--- src/rtl/l1act_pkg.sv ---
package l1act_pkg;

   localparam int unsigned CODE_W = 4;
   localparam int unsigned BYTE_W = 8;

   typedef enum logic [2:0] {
      ST_RST     = 3'd0,
      ST_F3_DOWN = 3'd1,
      ST_F3_PEND = 3'd2,
      ST_F4      = 3'd3,
      ST_F5      = 3'd4,
      ST_F6      = 3'd5,
      ST_F7      = 3'd6,
      ST_F8      = 3'd7
   } l1_state_e;

   // line indication codes
   localparam logic [CODE_W-1:0] IND_DR   = 4'd0;
   localparam logic [CODE_W-1:0] IND_RES  = 4'd1;
   localparam logic [CODE_W-1:0] IND_TMA  = 4'd2;
   localparam logic [CODE_W-1:0] IND_RSY  = 4'd4;
   localparam logic [CODE_W-1:0] IND_DR6  = 4'd5;
   localparam logic [CODE_W-1:0] IND_EI   = 4'd6;
   localparam logic [CODE_W-1:0] IND_PU   = 4'd7;
   localparam logic [CODE_W-1:0] IND_AR   = 4'd8;
   localparam logic [CODE_W-1:0] IND_AI8  = 4'd12;
   localparam logic [CODE_W-1:0] IND_DC   = 4'd15;

   // downstream command codes
   localparam logic [CODE_W-1:0] CMD_TIM  = 4'd0;
   localparam logic [CODE_W-1:0] CMD_AR8  = 4'd8;
   localparam logic [CODE_W-1:0] CMD_DI   = 4'd15;

endpackage

--- src/rtl/ci_field_decode.sv ---
module ci_field_decode
   import l1act_pkg::*;
#(
   parameter int unsigned ALT_FMT = 0
) (
   input  logic [BYTE_W-1:0] status_i,
   input  logic              strobe_i,
   output logic [CODE_W-1:0] code_o,
   output logic              valid_o
);

   generate
      if (ALT_FMT == 0) begin : g_basic
         logic [2:0] unused_bits;
         assign unused_bits = {status_i[7:6], status_i[0]};
         assign code_o  = status_i[5:2];
         assign valid_o = strobe_i & status_i[1];
      end else begin : g_alt
         logic [2:0] unused_bits;
         assign unused_bits = status_i[2:0];
         assign code_o  = status_i[7:4];
         assign valid_o = strobe_i & status_i[3];
      end
   endgenerate

endmodule

--- src/rtl/ci_cmd_encode.sv ---
module ci_cmd_encode
   import l1act_pkg::*;
#(
   parameter int unsigned ALT_FMT = 0
) (
   input  logic [CODE_W-1:0] cmd_i,
   output logic [BYTE_W-1:0] byte_o
);

   generate
      if (ALT_FMT == 0) begin : g_basic
         assign byte_o = {2'b00, cmd_i, 2'b11};
      end else begin : g_alt
         assign byte_o = {cmd_i, 4'b1110};
      end
   endgenerate

endmodule

--- src/rtl/t3_supervisor.sv ---
module t3_supervisor #(
   parameter int unsigned T3_TICKS = 16
) (
   input  logic clk,
   input  logic rst_n,
   input  logic start_i,
   input  logic stop_i,
   input  logic tick_i,
   output logic expire_o
);

   localparam int unsigned CNT_W = (T3_TICKS > 2) ? $clog2(T3_TICKS) : 1;
   localparam logic [CNT_W-1:0] LAST = CNT_W'(T3_TICKS - 1);

   logic             armed_q;
   logic [CNT_W-1:0] cnt_q;

   assign expire_o = armed_q & tick_i & (cnt_q == LAST);

   always_ff @(posedge clk or negedge rst_n) begin
      if (!rst_n) begin
         armed_q <= 1'b0;
         cnt_q   <= '0;
      end else if (start_i) begin
         armed_q <= 1'b1;
         cnt_q   <= '0;
      end else if (stop_i || expire_o) begin
         armed_q <= 1'b0;
         cnt_q   <= '0;
      end else if (armed_q && tick_i) begin
         cnt_q   <= cnt_q + 1'b1;
      end
   end

   AST_T3_STOPS_AFTER_EXPIRY: assert property (@(posedge clk) disable iff (!rst_n)
      (expire_o && !start_i) |=> !armed_q);
   AST_T3_COUNT_IN_WINDOW: assert property (@(posedge clk) disable iff (!rst_n)
      armed_q |-> (cnt_q <= LAST));

endmodule

--- src/rtl/l1_transition.sv ---
module l1_transition
   import l1act_pkg::*;
(
   input  logic              clk,
   input  logic              rst_n,
   input  logic              ev_vld_i,
   input  logic [CODE_W-1:0] ev_code_i,
   input  logic              t3_exp_i,
   input  logic              act_req_i,
   input  logic              deact_req_i,
   output logic              t3_start_o,
   output logic              t3_stop_o,
   output l1_state_e         state_o,
   output logic              cmd_wr_o,
   output logic [CODE_W-1:0] cmd_o,
   output logic              act_ind_o,
   output logic              deact_ind_o
);

   l1_state_e         state_q, nxt_s;
   logic              wr_n, act_n, deact_n;
   logic [CODE_W-1:0] cmd_n;
   logic              not_f7;

   assign not_f7 = (state_q != ST_F7);

   always_comb begin
      nxt_s      = state_q;
      wr_n       = 1'b0;
      cmd_n      = CMD_TIM;
      act_n      = 1'b0;
      deact_n    = 1'b0;
      t3_start_o = 1'b0;
      t3_stop_o  = 1'b0;
      if (ev_vld_i) begin
         case (ev_code_i)
            IND_RES, IND_EI: begin
               nxt_s   = ST_RST;
               wr_n    = 1'b1;
               cmd_n   = CMD_DI;
               deact_n = !not_f7;
            end
            IND_AI8: if (not_f7) begin
               nxt_s     = ST_F7;
               wr_n      = 1'b1;
               cmd_n     = CMD_AR8;
               act_n     = 1'b1;
               t3_stop_o = 1'b1;
            end
            IND_DC: if (state_q inside {ST_RST, ST_F3_PEND, ST_F4, ST_F5, ST_F6, ST_F8})
               nxt_s = ST_F3_DOWN;
            IND_AR: begin
               if (state_q inside {ST_RST, ST_F3_DOWN, ST_F3_PEND, ST_F5, ST_F8})
                  nxt_s = ST_F6;
               else if (!not_f7) begin
                  nxt_s   = ST_F6;
                  deact_n = 1'b1;
               end
            end
            IND_RSY: begin
               if (state_q inside {ST_F3_DOWN, ST_F3_PEND, ST_F4})
                  nxt_s = ST_F5;
               else if (state_q == ST_F6)
                  nxt_s = ST_F8;
               else if (!not_f7) begin
                  nxt_s   = ST_F8;
                  deact_n = 1'b1;
               end
            end
            IND_PU: if (state_q == ST_F3_DOWN)
               nxt_s = ST_F4;
            IND_DR: if (state_q inside {ST_F5, ST_F8, ST_F7}) begin
               nxt_s   = ST_F3_PEND;
               wr_n    = 1'b1;
               cmd_n   = CMD_DI;
               deact_n = !not_f7;
            end
            IND_DR6: if (state_q == ST_F6) begin
               nxt_s = ST_F3_PEND;
               wr_n  = 1'b1;
               cmd_n = CMD_DI;
            end
            default: ;
         endcase
      end else if (t3_exp_i) begin
         if (state_q inside {ST_F3_DOWN, ST_F4, ST_F5, ST_F6, ST_F8}) begin
            wr_n    = 1'b1;
            cmd_n   = CMD_DI;
            deact_n = 1'b1;
         end
      end else if (act_req_i) begin
         if (state_q == ST_F3_DOWN) begin
            wr_n       = 1'b1;
            cmd_n      = CMD_AR8;
            t3_start_o = 1'b1;
         end
      end else if (deact_req_i) begin
         nxt_s = state_q;
      end
   end

   always_ff @(posedge clk or negedge rst_n) begin
      if (!rst_n) begin
         state_q     <= ST_RST;
         cmd_wr_o    <= 1'b0;
         cmd_o       <= CMD_TIM;
         act_ind_o   <= 1'b0;
         deact_ind_o <= 1'b0;
      end else begin
         state_q     <= nxt_s;
         cmd_wr_o    <= wr_n;
         cmd_o       <= cmd_n;
         act_ind_o   <= act_n;
         deact_ind_o <= deact_n;
      end
   end

   assign state_o = state_q;

   AST_ACT_ENTERS_F7: assert property (@(posedge clk) disable iff (!rst_n)
      act_ind_o |-> (state_q == ST_F7 && $past(state_q) != ST_F7));
   AST_F7_EXIT_DEACT: assert property (@(posedge clk) disable iff (!rst_n)
      ($past(state_q) == ST_F7 && state_q != ST_F7) |-> deact_ind_o);
   AST_IND_EXCLUSIVE: assert property (@(posedge clk) disable iff (!rst_n)
      !(act_ind_o && deact_ind_o));
   AST_ACT_WITH_AR8: assert property (@(posedge clk) disable iff (!rst_n)
      act_ind_o |-> (cmd_wr_o && cmd_o == CMD_AR8));

endmodule

--- src/rtl/l1_activation_ctrl.sv ---
module l1_activation_ctrl
   import l1act_pkg::*;
#(
   parameter int unsigned ALT_FMT  = 0,
   parameter int unsigned T3_TICKS = 16
) (
   input  logic        clk,
   input  logic        rst_n,
   input  logic [7:0]  ci_status_i,
   input  logic        ci_strobe_i,
   input  logic        act_req_i,
   input  logic        deact_req_i,
   input  logic        tick_i,
   output logic [7:0]  cmd_byte_o,
   output logic        cmd_wr_o,
   output logic        act_ind_o,
   output logic        deact_ind_o,
   output logic [2:0]  state_o
);

   generate
      if (T3_TICKS < 2) begin : g_bad_t3
         $error("T3_TICKS must be at least 2");
      end
      if (ALT_FMT > 1) begin : g_bad_fmt
         $error("ALT_FMT must be 0 or 1");
      end
   endgenerate

   logic [CODE_W-1:0] ev_code, cmd_code;
   logic              ev_vld, t3_exp, t3_start, t3_stop;
   l1_state_e         st;

   ci_field_decode #(.ALT_FMT(ALT_FMT)) u_dec (
      .status_i (ci_status_i),
      .strobe_i (ci_strobe_i),
      .code_o   (ev_code),
      .valid_o  (ev_vld)
   );

   t3_supervisor #(.T3_TICKS(T3_TICKS)) u_t3 (
      .clk      (clk),
      .rst_n    (rst_n),
      .start_i  (t3_start),
      .stop_i   (t3_stop),
      .tick_i   (tick_i),
      .expire_o (t3_exp)
   );

   l1_transition u_fsm (
      .clk         (clk),
      .rst_n       (rst_n),
      .ev_vld_i    (ev_vld),
      .ev_code_i   (ev_code),
      .t3_exp_i    (t3_exp),
      .act_req_i   (act_req_i),
      .deact_req_i (deact_req_i),
      .t3_start_o  (t3_start),
      .t3_stop_o   (t3_stop),
      .state_o     (st),
      .cmd_wr_o    (cmd_wr_o),
      .cmd_o       (cmd_code),
      .act_ind_o   (act_ind_o),
      .deact_ind_o (deact_ind_o)
   );

   ci_cmd_encode #(.ALT_FMT(ALT_FMT)) u_enc (
      .cmd_i  (cmd_code),
      .byte_o (cmd_byte_o)
   );

   assign state_o = st;

   AST_STATE_MOVES_ON_CODE: assert property (@(posedge clk) disable iff (!rst_n)
      (state_o != $past(state_o)) |-> $past(ci_strobe_i));
   AST_ACT_ONE_CYCLE: assert property (@(posedge clk) disable iff (!rst_n)
      act_ind_o |=> !act_ind_o);

endmodule

--- config.mk ---
export PLATFORM = sky130hd
export DESIGN_NAME = l1_activation_ctrl
export DESIGN_NICKNAME = d
export VERILOG_FILES = /design/src/rtl/l1act_pkg.sv /design/src/rtl/ci_field_decode.sv /design/src/rtl/ci_cmd_encode.sv /design/src/rtl/t3_supervisor.sv /design/src/rtl/l1_transition.sv /design/src/rtl/l1_activation_ctrl.sv
export SDC_FILE = /design/constraint.sdc
export NUM_CORES = 1
export LEC_CHECK = 0
export BUFFER_PORTS_ARGS = -buffer_cell sky130_fd_sc_hd__buf_4
export CORE_AREA = 4 4 55 57
export DETAILED_ROUTE_END_ITERATION = 10
export DIE_AREA = 0 0 59 61
export GPL_ROUTABILITY_DRIVEN = 1
export PLACE_DENSITY = 0.76
export SLEW_MARGIN = 30
export SYNTH_ARGS = -nofsm -noshare
export SYNTH_HDL_FRONTEND = slang
export SYNTH_SLANG_ARGS = --single-unit
--- constraint.sdc ---
create_clock -name clk -period 1.7 [get_ports clk]
set_input_delay 0.255 -clock clk [delete_from_list [all_inputs] [get_ports clk]]
set_output_delay 0.255 -clock clk [all_outputs]
set_load 0.02 [all_outputs]
* Word level (Yosys, flattened, before mapping)
Cells that the tools add are included.
** Storage, ports and cells
- Flip-flop bits (word level) :: 15
- Input bits :: 14
- Output and inout port bits :: 14
- Word-level logic and storage cells :: 96
** Operators by class
- Add/sub/neg operators :: 1
- Eq/ne operators :: 24
- Multiplexer cells :: 46
- Bitwise operators :: 3
- Reduce and logical (&&, ||, !) cells :: 15
** Operator list (number)
- $mux 4 :: 11
- $mux 3 :: 10
- $pmux 3 s8 :: 1
- $mux 1 :: 21
- $eq 4x3->1 const B :: 4
- $eq 4x4->1 const B :: 4
- $pmux 4 s4 :: 1
- $eq 3x3->1 const B :: 4
- $ne 2x1->1 const B :: 5
- $reduce_bool 5->1 :: 2
- $reduce_and 9->1 :: 1
- $reduce_bool 3->1 :: 3
- $pmux 1 s4 :: 2
- $reduce_bool 8->1 :: 1
- $eq 3x2->1 const B :: 2
- $ne 3x3->1 const B :: 2
- $reduce_bool 6->1 :: 1
- $add 4x1->4 const B :: 1
- $eq 4x1->1 const B :: 1
- $logic_not 4->1 :: 1
- $ne 4x4->1 const B :: 1
- $and 1x1->1 :: 3
- $eq 3x1->1 const B :: 1
- $logic_not 3->1 :: 1
- 5 further kinds :: 5

* Logic depth before layout (Yosys ltp)
Gate-level depths: netlist (run 1).
- Word-level depth :: 7
- Depth in mapped cells :: 6
- Gate-level depth less buffers :: 5

* Cells and area by module
Synthesis (run 1) repeated with hierarchy kept, for this count alone.
** Second synthesis, totals
- Cells, all modules :: 118
- Area, all modules :: 1039.7 um2
** By module, submodules not included
- l1_transition :: instances 1, cells each 78, area an instance 666.9 um2, sequential area each 175.2 um2
- t3_supervisor :: instances 1, cells each 25, area an instance 269.0 um2, sequential area each 125.1 um2
- ci_cmd_encode :: instances 1, cells each 10, area an instance 67.6 um2, sequential area each 0.0 um2
- ci_field_decode :: instances 1, cells each 5, area an instance 36.3 um2, sequential area each 0.0 um2

* Worst setup path before layout (run 1)
Ideal clock, no wire load.
- Kind :: register to register
- From :: register u_fsm.state_q[1] (netlist: u_fsm.state_o[1])
- To :: register u_fsm.state_q[0] (netlist: u_fsm.state_o[0])
- Setup time :: 128 ps
- Arrival :: 1716 ps
- Data required time :: 1572 ps
- Path slack :: -144 ps
- Stages on the path, launching flop included :: 7
- Clock period less this slack :: 1844 ps
- Cells stage by stage :: dfrtp_1 > buf_6 > nand2b_4 > a2111oi_2 > a211oi_4 > o211ai_2 > mux2_1
** Between the ends
- Word-level cells in the longest chain between the ends :: 4
- Elaborated cells on any way between the ends :: 25
- Classes of those cells :: eq/ne: 15; mux: 4; reduce/logical: 6
** Ends and longest elaborated chain
- from (decl) :: RTL line l1_transition.sv:20 : l1_state_e state_q, nxt_s;
- from (signal assigned) :: RTL line l1_transition.sv:110 : state_q <= nxt_s;
- $eq 3x1->1, or another cell as far along :: RTL line l1_transition.sv:53, l1_transition.sv:61, l1_transition.sv:70
- $reduce_bool 5->1, or another cell as far along :: RTL line l1_transition.sv:53 : if (state_q inside {ST_RST, ST_F3_DOWN, ST_F3_PEND, ST_F5, ST_F8})
- $ne 3x3->1 (no line), or another cell as far along
- $reduce_and 9->1 (no line) / $pmux 3 s8 (equally long branches)
Parallel ways exist; a longest one is shown, timed or not.
A chain may end at the register's enable or synchronous reset.

* Final worst setup path (run 1)
- From :: register u_fsm.state_q[2] (netlist: u_fsm.state_o[2])
- To :: register u_fsm.state_q[0] (netlist: u_fsm.state_o[0])
Same word-level chain as after synthesis.

==> out/metrics.csv, run 1 <==
metric;value;unit
Ports;28;
critical path arrival;1.92;ns
status;finished, violations left;
die height;61;um
Final Cycle Share;102.9;%
clock root buffer;clkbuf_4;
Total Wirelength;2433;um
GRT overflow;0;
Setup WS pre-CTS;-0.04167;ns
logic gate share of total power;49.7;%
TritonCTS clock tree;yes;
Ys Warns;0;
Post-Syn Area per Cell;8.867;um^2
filler cell count;240;
Crit. End Element;flip-flop;
Worst-path clk slew;0.07;ns
Cell Area, Synth;1020;um^2
ratio of cells with drive above 1 in the final layout;42.00;%
1st-pass router iterations;4;
Hold Crit Class;in2reg;
failing checks;setup timing;
Final Wtd Congestion;0.8642;
Max Cap Violations;0;
clock sink count;12;
Fmax;571.6;MHz
Yosys top cell area share;29.45;%
Reg area;302.8;um^2
I/O Buffers;19;
Rows;18;
switching pwr;0.0005295;W
core area;2477;um^2
CP Launch Type;flip-flop;
FF+latch count, synth;12;
final standard cell area without fillers;1359;um^2
Setup TNS;-0.1133;ns
GRT Overall Usage;14.68;%
pin count of the biggest net entering global routing;13;
DR iter-0 viols;35;
Detail Route Antenna Nets;0;
DP Area;1282;um^2
Seq pwr share;33.9;%
die area;3599;um^2
internal power;0.0008582;W
Final HPWL DP;1907;um
Main synth FF type;dfrtp_1;
Finish-stage setup viols;3;
PnR worst setup slack;-0.04937;ns
total number of vias;965;
Sw Ratio;38.15;%
EDFF count, synth;0;
WS Path Type;reg2reg;
vias in the first global route;937;
cts bufs inserted;3;
initial antenna violation count;0;
# H-tree levels;1;
peak ir drop on the vdd network;0.6865;mV
Clock power frac;16.3;%
Initial Util;41.16;%
Synth-to-Final Area Change;33.25;%
clock buffer depth;2;
post-synth top area cell;dfrtp_1;
fin. max-slew vios;0;
Mapped Cells;115;
CP max FO;5;
post-layout min period;1.749;ns
most frequent cells in the layout;42 x buf_4, 11 x nand2_1, 10 x nor2_1, 10 x dfrtp_1, 7 x nand3_1;
required time of the worst setup path;1.87;ns
Die X;59;um
WL per Instance;13.52;um
commonest non-fill, non-tap cell in the layout;buf_4;
Nets;166;
area of the multi-input gates;645.6;um^2
Yosys cell types;44;
DRC Markers;0;
final-report hold violation count;0;
post-synthesis sequential area ratio;29.45;%
Async SR Flop Fraction;100.0;%
Skew-Pair Late Insertion Delay;0.28;ns
clk_skew;0.003989;ns
ANT cells;0;
Pwr Density;1021;nW/um^2
RSZ-0062 raised after global routing;yes;
top post-synthesis cells by area;dfrtp_1 29%, buf_4 5.9%, nand2_1 4.0%, nor2_1 3.7%, nand3_1 3.4%;
first-pass GRT wire length;4008;um
Pleak;0.6376;nW
DR vias/cell;5.361;
[repair_timing]
item,in CTS,in global routing
gates resized for setup,0,4
setup buffers,1,2
hold buffers,1,0
endpoints found under the setup margin,2,4
hold endpoints to repair,12,0
[cell type report]
| cell class | instances | share of cell area [%] |
|---|---|---|
| sequential | 12 | 22.28 |
| inverter | 3 | 0.8287 |
| multi-input combinational | 88 | 47.51 |
| clock buffer | 4 | 2.670 |
| timing repair buffer | 43 | 23.94 |
| tap | 30 | 2.762 |
[power groups by stage]
stage / combinational [W] / sequential, W / clock (W)
floorplan: 0.000430 / 0.000485 / 0
global placement: 0.000646 / 0.000467 / 0
detailed placement: 0.000660 / 0.000477 / 0
CTS: 0.000671 / 0.000471 / 0.000233
global route: 0.000765 / 0.000486 / 0.000247
finish: 0.000690 / 0.000471 / 0.000227
[worst max-delay path, stage by stage (launching register included)]
cell and delay (ns):
dfrtp_1 0.43, or2b_1 0.27, o32ai_4 0.24, a22oi_2 0.14, o211ai_2 0.24, mux2_4 0.33
[worst paths after layout]
| path | endpoint | depth (start not counted) | slack, ns | start |
|---|---|---|---|---|
| worst max-delay path | u_fsm.state_o[0]$_DFFE_PN0P_ | 5 | -0.05 | u_fsm.state_o[2]$_DFFE_PN0P_ |
| worst min-delay path | u_t3.cnt_q[1]$_DFFE_PN0P_ | 3 | 0.25 | tick_i |
| worst max register to register | u_fsm.state_o[0]$_DFFE_PN0P_ | 5 | -0.05 | u_fsm.state_o[2]$_DFFE_PN0P_ |
| worst min register to register | u_t3.cnt_q[1]$_DFFE_PN0P_ | 2 | 0.56 | u_t3.cnt_q[1]$_DFFE_PN0P_ |
| max in group asynchronous | u_fsm.state_o[1]$_DFFE_PN0P_ | 2 | 1.17 | rst_n |
| min in group asynchronous | u_t3.cnt_q[0]$_DFFE_PN0P_ | 2 | 0.35 | rst_n |
[metrics by stage]
stage               total power, W  util, %  hold WS (ns)  std cells
floorplan                0.0009145        -      -0.04059        117
global placement          0.001112    51.77       0.09877        172
detailed placement        0.001138    51.77        0.1019        172
CTS                       0.001375    53.94        0.2495        178
global route              0.001498    54.85        0.2539        180
finish                    0.001388    54.85        0.2473        180
[synthesized netlist by cell type (3+ instances only)]
master and number:
a21oi_1 5, a22oi_1 3, buf_4 8, buf_6 3
dfrtp_1 12, inv_1 3, nand2_1 11, nand3_1 7
nor2_1 10, o211ai_1 3, o21ai_0 6, xor2_1 4
[flip-flops by register name (all words and copies together) (netlist names)]
name,cells
u_fsm.deact_ind_o,1
u_fsm.state_o,3
u_t3.cnt_q,4
u_fsm.act_ind_o,1
u_fsm.cmd_o,2
u_t3.armed_q,1
[cell families (layout without fill, tap and decap cells)]
kind of cell / after synthesis / count (layout) / share of synthesized area (%)
and+or+nand+nor: 44 / 44 / 23.68
AOI/OAI and AO/OA: 33 / 33 / 26.63
DFF: 12 / 12 / 29.45
muxes: 2 / 2 / 2.208
adders and majority gates: 1 / 1 / 1.227
xor gates and xnor gates: 4 / 4 / 3.435
other: 2 / 4 / 0.7365
buffers and inverters: 17 / 50 / 12.64
[layer usage]
metal / wire (um) / global-route usage (%) / share of wire, %
met4: 46 / 7.767 / 1.9
met5: 0 / 0 / 0
met2: 1269 / 26.66 / 52
met3: 110 / 1.277 / 4.5
met1: 1006 / 17.10 / 41
(Power assumes the default switching activity.)
==> run 2: changes to the inputs <==
--- a/config.mk
+++ b/config.mk
@@ -10,7 +10,7 @@
 export DETAILED_ROUTE_END_ITERATION = 10
 export DIE_AREA = 0 0 59 61
 export GPL_ROUTABILITY_DRIVEN = 1
-export PLACE_DENSITY = 0.76
+export PLACE_DENSITY = 0.74
 export SLEW_MARGIN = 30
 export SYNTH_ARGS = -nofsm -noshare
 export SYNTH_HDL_FRONTEND = slang
==> constraint.sdc (replaced) <==
create_clock -name clk -period 2.08 [get_ports clk]
set_input_delay 0.312 -clock clk [delete_from_list [all_inputs] [get_ports clk]]
set_output_delay 0.312 -clock clk [all_outputs]
set_load 0.02 [all_outputs]
==> out/metrics.csv, run 2 (synthesis gave the netlist of run 1 again) <==
metric;value;unit
initial antenna violation count;0;
pin count of the biggest net entering global routing;14;
Die X;59;um
cts bufs inserted;3;
clock sink count;12;
clock root buffer;clkbuf_4;
Crit. End Element;flip-flop;
die area;3599;um^2
Detail Route Antenna Nets;0;
Final Wtd Congestion;0.9037;
Final Cycle Share;94.06;%
DR vias/cell;5.500;
clock buffer depth;2;
RSZ-0062 raised after global routing;no;
CP Launch Type;flip-flop;
WS Path Type;reg2reg;
required time of the worst setup path;2.22;ns
post-layout min period;1.957;ns
Post-Layout Cell Count;158;
1st-pass router iterations;4;
core area;2477;um^2
Max Cap Violations;0;
ANT cells;0;
status;finished clean;
ratio of cells with drive above 1 in the final layout;26.56;%
fin. max-slew vios;0;
first-pass GRT wire length;3539;um
Tot Pwr;0.0009499;W
Initial Util;41.16;%
Rows;18;
Total Wirelength;2082;um
Placed Cells;154;
peak ir drop on the vdd network;0.4708;mV
Nets;145;
I/O Buffers;19;
total number of vias;869;
commonest non-fill, non-tap cell in the layout;buf_4;
GRT overflow;0;
# H-tree levels;1;
clk_skew;0.007887;ns
Pwr Density;835.2;nW/um^2
vias in the first global route;815;
WL per Instance;13.18;um
die height;61;um
Worst-path clk slew;0.06;ns
Final HPWL DP;1627;um
CP max FO;13;
Hold Crit Class;in2reg;
Ports;28;
Skew-Pair Late Insertion Delay;0.26;ns
area of the multi-input gates;598.1;um^2
Pleak;0.5183;nW
GRT Overall Usage;12.85;%
Setup TNS;0;ns
final-report hold violation count;0;
most frequent cells in the layout;21 x buf_4, 12 x dfrtp_1, 11 x nand2_1, 10 x nor2_1, 7 x nand3_1;
Largest register FFs;4;
DRC Markers;0;
Fmax;511.1;MHz
TritonCTS clock tree;yes;
Synth-to-Final Area Change;11.53;%
Reg area;300.3;um^2
critical path arrival;2.09;ns
filler cell count;248;
DR iter-0 viols;26;
setup repair bufs after CTS;0;
most flop-heavy register;u_t3.cnt_q;
Finish-stage setup viols;0;
-- run 2: cell types whose count changed in the layout (fill, tap and decap cells not counted), sizes merged --
cell    delta
buf       -21
clkbuf     -1
-- run 2: report_power, final --
part,switching [W],internal (W)
combinational,0.000226,0.000202
clock,0.0000642,0.0000667
sequential,0.0000882,0.000303
-- run 2: cell type report --
class | count | area share [%]
clock buffers | 3 | 1.980
inverters | 3 | 0.9901
multi-input cells | 88 | 52.59
flip-flops and latches | 12 | 26.40
well taps | 30 | 3.300
repair buffers | 22 | 14.74
-- run 2: worst paths after layout --
| check | depth (start not counted) | from | slack (ns) | to |
|---|---|---|---|---|
| setup reg to reg | 5 | u_fsm.state_o[0]$_DFFE_PN0P_ | 0.12 | u_fsm.state_o[1]$_DFFE_PN0P_ |
| setup / recovery | 5 | u_fsm.state_o[0]$_DFFE_PN0P_ | 0.12 | u_fsm.state_o[1]$_DFFE_PN0P_ |
| min in group asynchronous | 2 | rst_n | 0.42 | u_fsm.deact_ind_o$_DFF_PN0_ |
| hold reg to reg | 2 | u_t3.cnt_q[1]$_DFFE_PN0P_ | 0.56 | u_t3.cnt_q[1]$_DFFE_PN0P_ |
| max in group asynchronous | 2 | rst_n | 1.51 | u_fsm.state_o[1]$_DFFE_PN0P_ |
| hold / removal | 3 | tick_i | 0.33 | u_t3.cnt_q[1]$_DFFE_PN0P_ |
-- run 2: metal layers --
| layer | up-vias | GRT usage [%] | part of all wire (%) |
|---|---|---|---|
| li1 | 433 | - | - |
| met1 | 402 | 15.14 | 43 |
| met2 | 32 | 22.56 | 50 |
| met3 | 2 | 4.043 | 6.5 |
| met4 | 0 | 3.560 | 0.91 |
| met5 | - | 0 | 0 |
-- run 2: timing repair --
action,in CTS,in global routing
hold endpoints to repair,12,0
setup endpoints to repair,0,0
hold buffers,1,0
resized for setup,0,0
-- run 2: critical path, stage by stage (launching register included) --
cell      delay, ns
dfrtp_1        0.63
nand2b_4       0.09
o32ai_1        0.39
a22oi_1        0.18
o211ai_2       0.20
mux2_1         0.34
-- run 2: through the flow --
step,hold WS (ns),setup WS (ns),util (%),area (um^2)
detailed placement,0.1581,0.1554,44.60,1105
floorplan,0.01641,0.2359,-,1027
global placement,0.1533,0.1697,44.60,1105
global route,0.3217,0.03214,45.91,1137
finish,0.3315,0.1235,45.91,1137
CTS,0.3257,0.1496,45.91,1137
